### src/rtl/sae_pkg.sv
package sae_pkg;
  localparam int RANGE_W       = 9;
  localparam int LOW_W         = 10;
  localparam int RLPS_W        = 8;
  localparam int ROW_W         = 4 * RLPS_W;
  localparam int LPS_MAX_SHIFT = 6;               // rLps >= 6 needs at most 6 doublings
  localparam int FLUSH_SHIFT   = 7;               // range 2 needs 7 doublings
  localparam int EV_SLOTS      = FLUSH_SHIFT + 3; // largest event count of any operation

  localparam logic [RANGE_W-1:0] RANGE_INIT = 9'd510;
  localparam logic [LOW_W:0]     LOW_QTR    = {2'b00, 1'b1, {(LOW_W-2){1'b0}}};
  localparam logic [LOW_W:0]     LOW_HALF   = {2'b01, {(LOW_W-1){1'b0}}};
  localparam logic [LOW_W+1:0]   BYP_FULL   = {2'b01, {LOW_W{1'b0}}};
  localparam logic [LOW_W+1:0]   BYP_HALF   = {3'b001, {(LOW_W-1){1'b0}}};

  typedef struct packed {
    logic             bypass;
    logic             sym;
    logic [ROW_W-1:0] row;
  } bin_t;

  typedef enum logic [2:0] {OP_NONE, OP_MPS, OP_LPS, OP_PAIR, OP_BYP, OP_FLUSH} op_e;

  typedef struct packed {
    op_e        op;
    logic [1:0] pop;
  } strobe_t;

  typedef enum logic [1:0] {EV_NONE, EV_ZERO, EV_ONE, EV_DEFER} ev_e;

  function automatic logic [RLPS_W-1:0] pickRlps(input logic [ROW_W-1:0] row,
                                                 input logic [RANGE_W-1:0] r);
    return row[RLPS_W*r[RANGE_W-2 -: 2] +: RLPS_W];
  endfunction

  function automatic ev_e stepCode(input logic [LOW_W:0] l);
    if (l < LOW_QTR) return EV_ZERO;
    else if (l >= LOW_HALF) return EV_ONE;
    else return EV_DEFER;
  endfunction

  function automatic logic [LOW_W:0] stepLow(input logic [LOW_W:0] l);
    logic [LOW_W:0] t;
    t = l;
    if (l >= LOW_HALF) t = l - LOW_HALF;
    else if (l >= LOW_QTR) t = l - LOW_QTR;
    return {t[LOW_W-1:0], 1'b0};
  endfunction
endpackage

### src/rtl/sae_bin_queue.sv
module sae_bin_queue
  import sae_pkg::*;
#(
  parameter int DEPTH = 4,
  localparam int AW = $clog2(DEPTH),
  localparam int FW = $clog2(DEPTH + 1)
) (
  input  logic          clk,
  input  logic          rstN,
  input  logic [1:0]    pushCnt,
  input  bin_t          lane0,
  input  bin_t          lane1,
  input  logic [1:0]    popCnt,
  output bin_t          head0,
  output bin_t          head1,
  output logic [FW-1:0] fill
);
  bin_t          mem [DEPTH];
  logic [AW-1:0] wrPtr, rdPtr;

  always_ff @(posedge clk) begin
    if (pushCnt != 2'd0) mem[wrPtr] <= lane0;
    if (pushCnt == 2'd2) mem[AW'(wrPtr + AW'(1))] <= lane1;
  end

  always_ff @(posedge clk) begin
    if (!rstN) begin
      wrPtr <= '0;
      rdPtr <= '0;
      fill  <= '0;
    end else begin
      wrPtr <= wrPtr + AW'(pushCnt);
      rdPtr <= rdPtr + AW'(popCnt);
      fill  <= fill + FW'(pushCnt) - FW'(popCnt);
    end
  end

  assign head0 = mem[rdPtr];
  assign head1 = mem[AW'(rdPtr + AW'(1))];
endmodule

### src/rtl/sae_ctrl.sv
module sae_ctrl
  import sae_pkg::*;
#(
  parameter int DEPTH = 4,
  localparam int FW = $clog2(DEPTH + 1)
) (
  input  logic          clk,
  input  logic          rstN,
  input  logic          flush,
  input  logic [FW-1:0] fill,
  input  logic          headBypass,
  input  logic          headSym,
  input  logic          nextBypass,
  input  logic          nextSym,
  output strobe_t       stb,
  output logic          pushReady
);
  logic flushPend;

  // Issue rule: pair only an MPS at the head with a regular LPS behind it.
  always_comb begin
    stb.op  = OP_NONE;
    stb.pop = 2'd0;
    if (fill != '0) begin
      stb.pop = 2'd1;
      if (headBypass)                                  stb.op = OP_BYP;
      else if (headSym)                                stb.op = OP_LPS;
      else if (fill >= FW'(2) && !nextBypass && nextSym) begin
        stb.op  = OP_PAIR;
        stb.pop = 2'd2;
      end else                                         stb.op = OP_MPS;
    end else if (flushPend) begin
      stb.op = OP_FLUSH;
    end
  end

  assign pushReady = !flushPend && (int'(fill) + 2 <= DEPTH);

  always_ff @(posedge clk) begin
    if (!rstN) flushPend <= 1'b0;
    else       flushPend <= (flushPend && stb.op != OP_FLUSH) || flush;
  end
endmodule

### src/rtl/sae_datapath.sv
module sae_datapath
  import sae_pkg::*;
#(
  parameter int OUTST_W = 16
) (
  input  logic                        clk,
  input  logic                        rstN,
  input  strobe_t                     stb,
  input  logic [ROW_W-1:0]            rowA,
  input  logic                        symA,
  input  logic [ROW_W-1:0]            rowB,
  output logic [EV_SLOTS-1:0]         outValid,
  output logic [EV_SLOTS-1:0]         outBit,
  output logic [EV_SLOTS*OUTST_W-1:0] outFollow,
  output logic [1:0]                  encCount,
  output logic [RANGE_W-1:0]          curRange
);
  logic [RANGE_W-1:0] rangeQ, rangeD, r;
  logic [LOW_W-1:0]   lowQ, lowD;
  logic [LOW_W:0]     l;
  logic [LOW_W+1:0]   wide;
  logic [RLPS_W-1:0]  q;
  logic [OUTST_W-1:0] deferQ, deferD, cnt;
  ev_e                evs [EV_SLOTS];
  int                 base;

  logic [EV_SLOTS-1:0]         validD, bitD;
  logic [EV_SLOTS*OUTST_W-1:0] followD;

  // Range and low stages: M coder, then L coder chained on its result.
  always_comb begin
    r    = rangeQ;
    l    = {1'b0, lowQ};
    wide = '0;
    q    = '0;
    base = 0;
    for (int i = 0; i < EV_SLOTS; i++) evs[i] = EV_NONE;

    if (stb.op == OP_MPS || stb.op == OP_PAIR) begin
      q = pickRlps(rowA, r);
      r = r - RANGE_W'(q);
      if (!r[RANGE_W-1]) begin
        evs[0] = stepCode(l);
        l      = stepLow(l);
        r      = r << 1;
      end
      base = 1;
    end

    if (stb.op == OP_LPS || stb.op == OP_PAIR) begin
      q = pickRlps((stb.op == OP_PAIR) ? rowB : rowA, r);
      l = l + (LOW_W+1)'(r - RANGE_W'(q));
      r = RANGE_W'(q);
      for (int k = 0; k < LPS_MAX_SHIFT; k++) begin
        if (!r[RANGE_W-1]) begin
          evs[base+k] = stepCode(l);
          l           = stepLow(l);
          r           = r << 1;
        end
      end
    end

    if (stb.op == OP_BYP) begin
      wide = {l, 1'b0} + (symA ? {3'b000, r} : '0);
      if (wide >= BYP_FULL) begin
        evs[0] = EV_ONE;
        wide   = wide - BYP_FULL;
      end else if (wide < BYP_HALF) begin
        evs[0] = EV_ZERO;
      end else begin
        evs[0] = EV_DEFER;
        wide   = wide - BYP_HALF;
      end
      l = wide[LOW_W:0];
    end

    if (stb.op == OP_FLUSH) begin
      r = r - RANGE_W'(2);
      l = l + (LOW_W+1)'(r);
      r = RANGE_W'(2);
      for (int k = 0; k < FLUSH_SHIFT; k++) begin
        if (!r[RANGE_W-1]) begin
          evs[k] = stepCode(l);
          l      = stepLow(l);
          r      = r << 1;
        end
      end
      evs[FLUSH_SHIFT]   = l[LOW_W-1] ? EV_ONE : EV_ZERO;
      evs[FLUSH_SHIFT+1] = l[LOW_W-2] ? EV_ONE : EV_ZERO;
      evs[FLUSH_SHIFT+2] = EV_ONE;
      r = RANGE_INIT;
      l = '0;
    end

    rangeD = r;
    lowD   = l[LOW_W-1:0];
  end

  // Output stage: attach the deferred count to each resolved bit.
  always_comb begin
    cnt     = deferQ;
    validD  = '0;
    bitD    = '0;
    followD = '0;
    for (int i = 0; i < EV_SLOTS; i++) begin
      case (evs[i])
        EV_DEFER: cnt = cnt + OUTST_W'(1);
        EV_ZERO, EV_ONE: begin
          validD[i]                    = 1'b1;
          bitD[i]                      = (evs[i] == EV_ONE);
          followD[i*OUTST_W +: OUTST_W] = cnt;
          cnt                          = '0;
        end
        default: ;
      endcase
    end
    deferD = cnt;
  end

  always_ff @(posedge clk) begin
    if (!rstN) begin
      rangeQ    <= RANGE_INIT;
      lowQ      <= '0;
      deferQ    <= '0;
      outValid  <= '0;
      outBit    <= '0;
      outFollow <= '0;
      encCount  <= 2'd0;
    end else begin
      rangeQ    <= rangeD;
      lowQ      <= lowD;
      deferQ    <= deferD;
      outValid  <= validD;
      outBit    <= bitD;
      outFollow <= followD;
      encCount  <= stb.pop;
    end
  end

  assign curRange = rangeQ;
endmodule

### src/rtl/split_arith_encoder.sv
module split_arith_encoder
  import sae_pkg::*;
#(
  parameter int QDEPTH  = 4,
  parameter int OUTST_W = 16
) (
  input  logic                        clk,
  input  logic                        rstN,
  input  logic [1:0]                  pushNum,
  input  logic [1:0]                  pushBypass,
  input  logic [1:0]                  pushSym,
  input  logic [2*ROW_W-1:0]          pushRow,
  output logic                        pushReady,
  input  logic                        flush,
  output logic [EV_SLOTS-1:0]         outValid,
  output logic [EV_SLOTS-1:0]         outBit,
  output logic [EV_SLOTS*OUTST_W-1:0] outFollow,
  output logic [1:0]                  encCount
);
  localparam int FW = $clog2(QDEPTH + 1);

  bin_t               lane0, lane1, head0, head1;
  logic [1:0]         pushCnt;
  logic [FW-1:0]      fill;
  strobe_t            stb;
  logic [RANGE_W-1:0] curRange;

  assign lane0   = '{bypass: pushBypass[0], sym: pushSym[0], row: pushRow[ROW_W-1:0]};
  assign lane1   = '{bypass: pushBypass[1], sym: pushSym[1], row: pushRow[2*ROW_W-1:ROW_W]};
  assign pushCnt = !pushReady ? 2'd0 : (pushNum == 2'd3 ? 2'd2 : pushNum);

  sae_bin_queue #(.DEPTH(QDEPTH)) u_queue (
    .clk(clk), .rstN(rstN), .pushCnt(pushCnt), .lane0(lane0), .lane1(lane1),
    .popCnt(stb.pop), .head0(head0), .head1(head1), .fill(fill)
  );

  sae_ctrl #(.DEPTH(QDEPTH)) u_ctrl (
    .clk(clk), .rstN(rstN), .flush(flush), .fill(fill),
    .headBypass(head0.bypass), .headSym(head0.sym),
    .nextBypass(head1.bypass), .nextSym(head1.sym),
    .stb(stb), .pushReady(pushReady)
  );

  sae_datapath #(.OUTST_W(OUTST_W)) u_dp (
    .clk(clk), .rstN(rstN), .stb(stb), .rowA(head0.row), .symA(head0.sym),
    .rowB(head1.row), .outValid(outValid), .outBit(outBit), .outFollow(outFollow),
    .encCount(encCount), .curRange(curRange)
  );
endmodule

### config.mk
export PLATFORM = sky130hd
export DESIGN_NAME = split_arith_encoder
export DESIGN_NICKNAME = d
export VERILOG_FILES = /design/src/rtl/sae_pkg.sv /design/src/rtl/sae_bin_queue.sv /design/src/rtl/sae_ctrl.sv /design/src/rtl/sae_datapath.sv /design/src/rtl/split_arith_encoder.sv
export SDC_FILE = /design/constraint.sdc
export NUM_CORES = 1
export LEC_CHECK = 0
export BUFFER_PORTS_ARGS = -buffer_cell sky130_fd_sc_hd__buf_2
export CORE_MARGIN = 2
export CORE_UTILIZATION = 45
export DETAILED_ROUTE_END_ITERATION = 8
export PLACE_DENSITY_LB_ADDON = 0.12
export SETUP_SLACK_MARGIN = 0.3
export SLEW_MARGIN = 20
export SYNTH_ARGS = -nofsm -noshare
export SYNTH_HDL_FRONTEND = slang
export SYNTH_SLANG_ARGS = --single-unit
### constraint.sdc
create_clock -name clk -period 52 [get_ports clk]
set_input_delay 7.8 -clock clk [delete_from_list [all_inputs] [get_ports clk]]
set_output_delay 7.8 -clock clk [all_outputs]
set_load 0.02 [all_outputs]
==> run_results.csv <==
group,metric,value,unit
run_status,status,"complete, no violations",
setup_path,criticalPathCategory,"flop to flop",
logic_synthesis,syn_area,23040,um^2
cells_and_area,drive_gt1_share,22.78,%
sta,slew_headroom,31.51,%
logic_synthesis,synth_most_common_cell,"nor2_1",
sta,finalHoldViolations,0,
routing,ant_nets,0,
sta,rsz0062_at_grt,"no",
die,die_h,230.3,um
setup_path,cp_slowest_stage_delay,850,ps
setup_path,required,52470,ps
sta,finalSetupTns,0,ps
clock_tree,postCtsSetupBuffers,0,
clock_tree,htree_levels,2,
die,die_w,230.3,um
place,place_area,25000,um^2
setup_path,crit_family,"compound AO/OA/AOI/OAI gates",
cells_and_area,nNetsFinal,2874,
logic_synthesis,syn_area_per_cell,9.332,um^2
logic_synthesis,yosysWarnings,0,
clock_tree,postCtsHoldBufs,0,
cells_and_area,final_core_util,52.45,%
logic_synthesis,synthArstFlopShare,0,%
clock_tree,cts_max_path_buffers,3,
routing,first_pass_iters,6,
cells_and_area,final_cells,3402,
setup_path,crit_top_cell,"ha_1",
logic_synthesis,synth_cells,2469,
logic_synthesis,ys.flop_type,"dfxtp_1",
sta,post-route-period-util,48.93,%
logic_synthesis,yosys_register_bits,361,
die,die_area,53020,um^2
global_routing,grt_max_degree,59,
die,rows,82,
hold_path,min-delay-start,"u_dp.deferQ[8]$_SDFF_PN0_",
hold_path,worst_hold_path_type,"flop to flop",
setup_path,reg2reg_from,"u_queue.rdPtr[1]$_SDFF_PN0_",
setup_path,cp.arrival,25920,ps
cells_and_area,diodes,0,
sta,max_freq,39.30,MHz
global_routing,antenna_found_initial,1,
sta,worst_pin_slew,1007,ps
setup_path,startpoint_type,"flop",
logic_synthesis,yosysTopAreaCell,"dfxtp_1",
place,io_buffer_count,255,
clock_tree,cts.reportedPaths.clkPinSlew,60,ps
routing,drc_errors,0,
routing,vias,19770,
setup_path,slowest_stage,"a221oi_4",
routing,wire_per_inst,20.62,um
place,placedCellCount,3324,
clock_tree,numCtsBuffers,42,
clock_tree,cts_tree,"done",
clock_tree,clk_latency,580,ps
setup_path,crit_start,"u_queue.rdPtr[1]$_SDFF_PN0_",
sta,period_minus_slack,25440,ps
place,gp_congestion,0.9483,
sta,slew_viol_final,0,
die,ioPinCount,256,
clock_tree,root_buffer,"clkbuf_16",
flow_run,maxCapViolCount,0,
global_routing,grtUsageTotal,25.68,%
logic_synthesis,netlist.area_leader.share,19.55,%
global_routing,grt.overflow.total,0,
die,start_util,45.74,%
setup_path,end_kind,"flop",
logic_synthesis,seq_area_frac_synth,37.28,%
logic_synthesis,synth_common_cells,"nor2_1, dfxtp_1, mux2_2",
die,core_area,50380,um^2
logic_synthesis,synth_edf_count,136,
global_routing,grt_first_pass_wirelength,108000,um
clock_tree,cts_sinks,361,
clock_tree,cts_resized,0,
sta,setup_viol,0,
cells_and_area,final_area,26420,um^2
global_routing,grt_pass1_vias,19150,
sta,fin_skew,23.87,ps
setup_path,worst-path-max-fanout,58,
routing,wl,70150,um
logic_synthesis,synthTopCellsByArea,"dfxtp_1, edfxtp_1, mux2_2, ha_1, nor2_1",
routing,drtIter0Drc,1614,
routing,vias_per_cell,5.810,
cells_and_area,area_growth_syn_to_layout,14.68,%
setup_path,crit_buf_inv,9,
logic_synthesis,synth_cell_types,98,
place,dp_hpwl,51860,um
## path summary, 6_finish.rpt
path | end | slack (ps) | depth (start not counted)
worst max-delay path | u_dp.deferQ[15]$_SDFF_PN0_ | 26560 | 103
worst min-delay path | u_dp.outFollow[8]$_SDFF_PN0_ | 550 | 1
worst max register to register | u_dp.deferQ[15]$_SDFF_PN0_ | 26560 | 103
worst min register to register | u_dp.outFollow[8]$_SDFF_PN0_ | 550 | 1
## cells by family after synthesis
group	after synthesis	share of synthesized area (%)
buf+inv	237	3.953
compound gates	486	14.19
other cells	1	0.01628
fa+ha+maj	105	5.930
mux	296	15.85
xor+xnor	114	4.334
flops	361	37.28
simple gates	869	18.46
## metrics by stage
step | hold slack [ps] | setup slack (ps)
6_report | 548.3 | 26560
5_1_grt | 553.8 | 24230
4_1_cts | 543.9 | 26810
3_5_place_dp | 534.6 | 26950
3_3_place_gp | 529.7 | 27830
2_1_floorplan | 473.9 | 28890
## cell usage in the layout (no fill, tap or decap), types with 22 or more instances in the layout
master     Yosys  final
mux2i_1       77     77
inv_1        103    103
xnor2_1       62     62
o21ai_0      108    108
ha_1          98     98
nand3_1       60     59
buf_2          5    255
o211ai_1      22     22
buf_4          2     24
edfxtp_1     136    136
conb_1         1     32
and3_1        47     47
o22ai_1       25     25
nand2_1      169    169
mux2_2       175    175
and2_1        63     63
a21oi_1      110    110
xor2_1        52     52
clkbuf_16      0     45
mux4_2        35     35
nor3_1        95     94
dfxtp_1      225    223
nor2_1       270    269
## area by class of cell
cell class              count  area [um^2]
clock buffers              54         1200
clock inverters            24        224.0
fillers                  4607        23950
inverters                 110        412.9
multi-input cells        1902        13690
flip-flops and latches    361         8596
well taps                 672        840.8
repair buffers            279         1456
## metal layers
metal / GRT usage, % / part of all wire (%)
met1: 34.82 / 44
met2: 42.46 / 47
met3: 3.708 / 6.6
met4: 7.661 / 2.6
met5: 0 / 0
## flip-flops by register name (all words and copies together), names as in the netlist
| signal | flops |
|---|---|
| u_dp.encCount | 2 |
| u_dp.outBit | 10 |
| u_ctrl.flushPend | 1 |
| u_queue.wrPtr | 2 |
| u_dp.curRange | 9 |
| u_dp.deferQ | 16 |
| u_dp.outFollow | 160 |
| u_dp.lowQ | 10 |
| u_queue.mem | 136 |
| u_dp.outValid | 10 |
| u_queue.fill | 3 |
| u_queue.rdPtr | 2 |
Power is not shown: default switching activity piles up to over one toggle a cycle in this logic, so the estimate is an artifact.
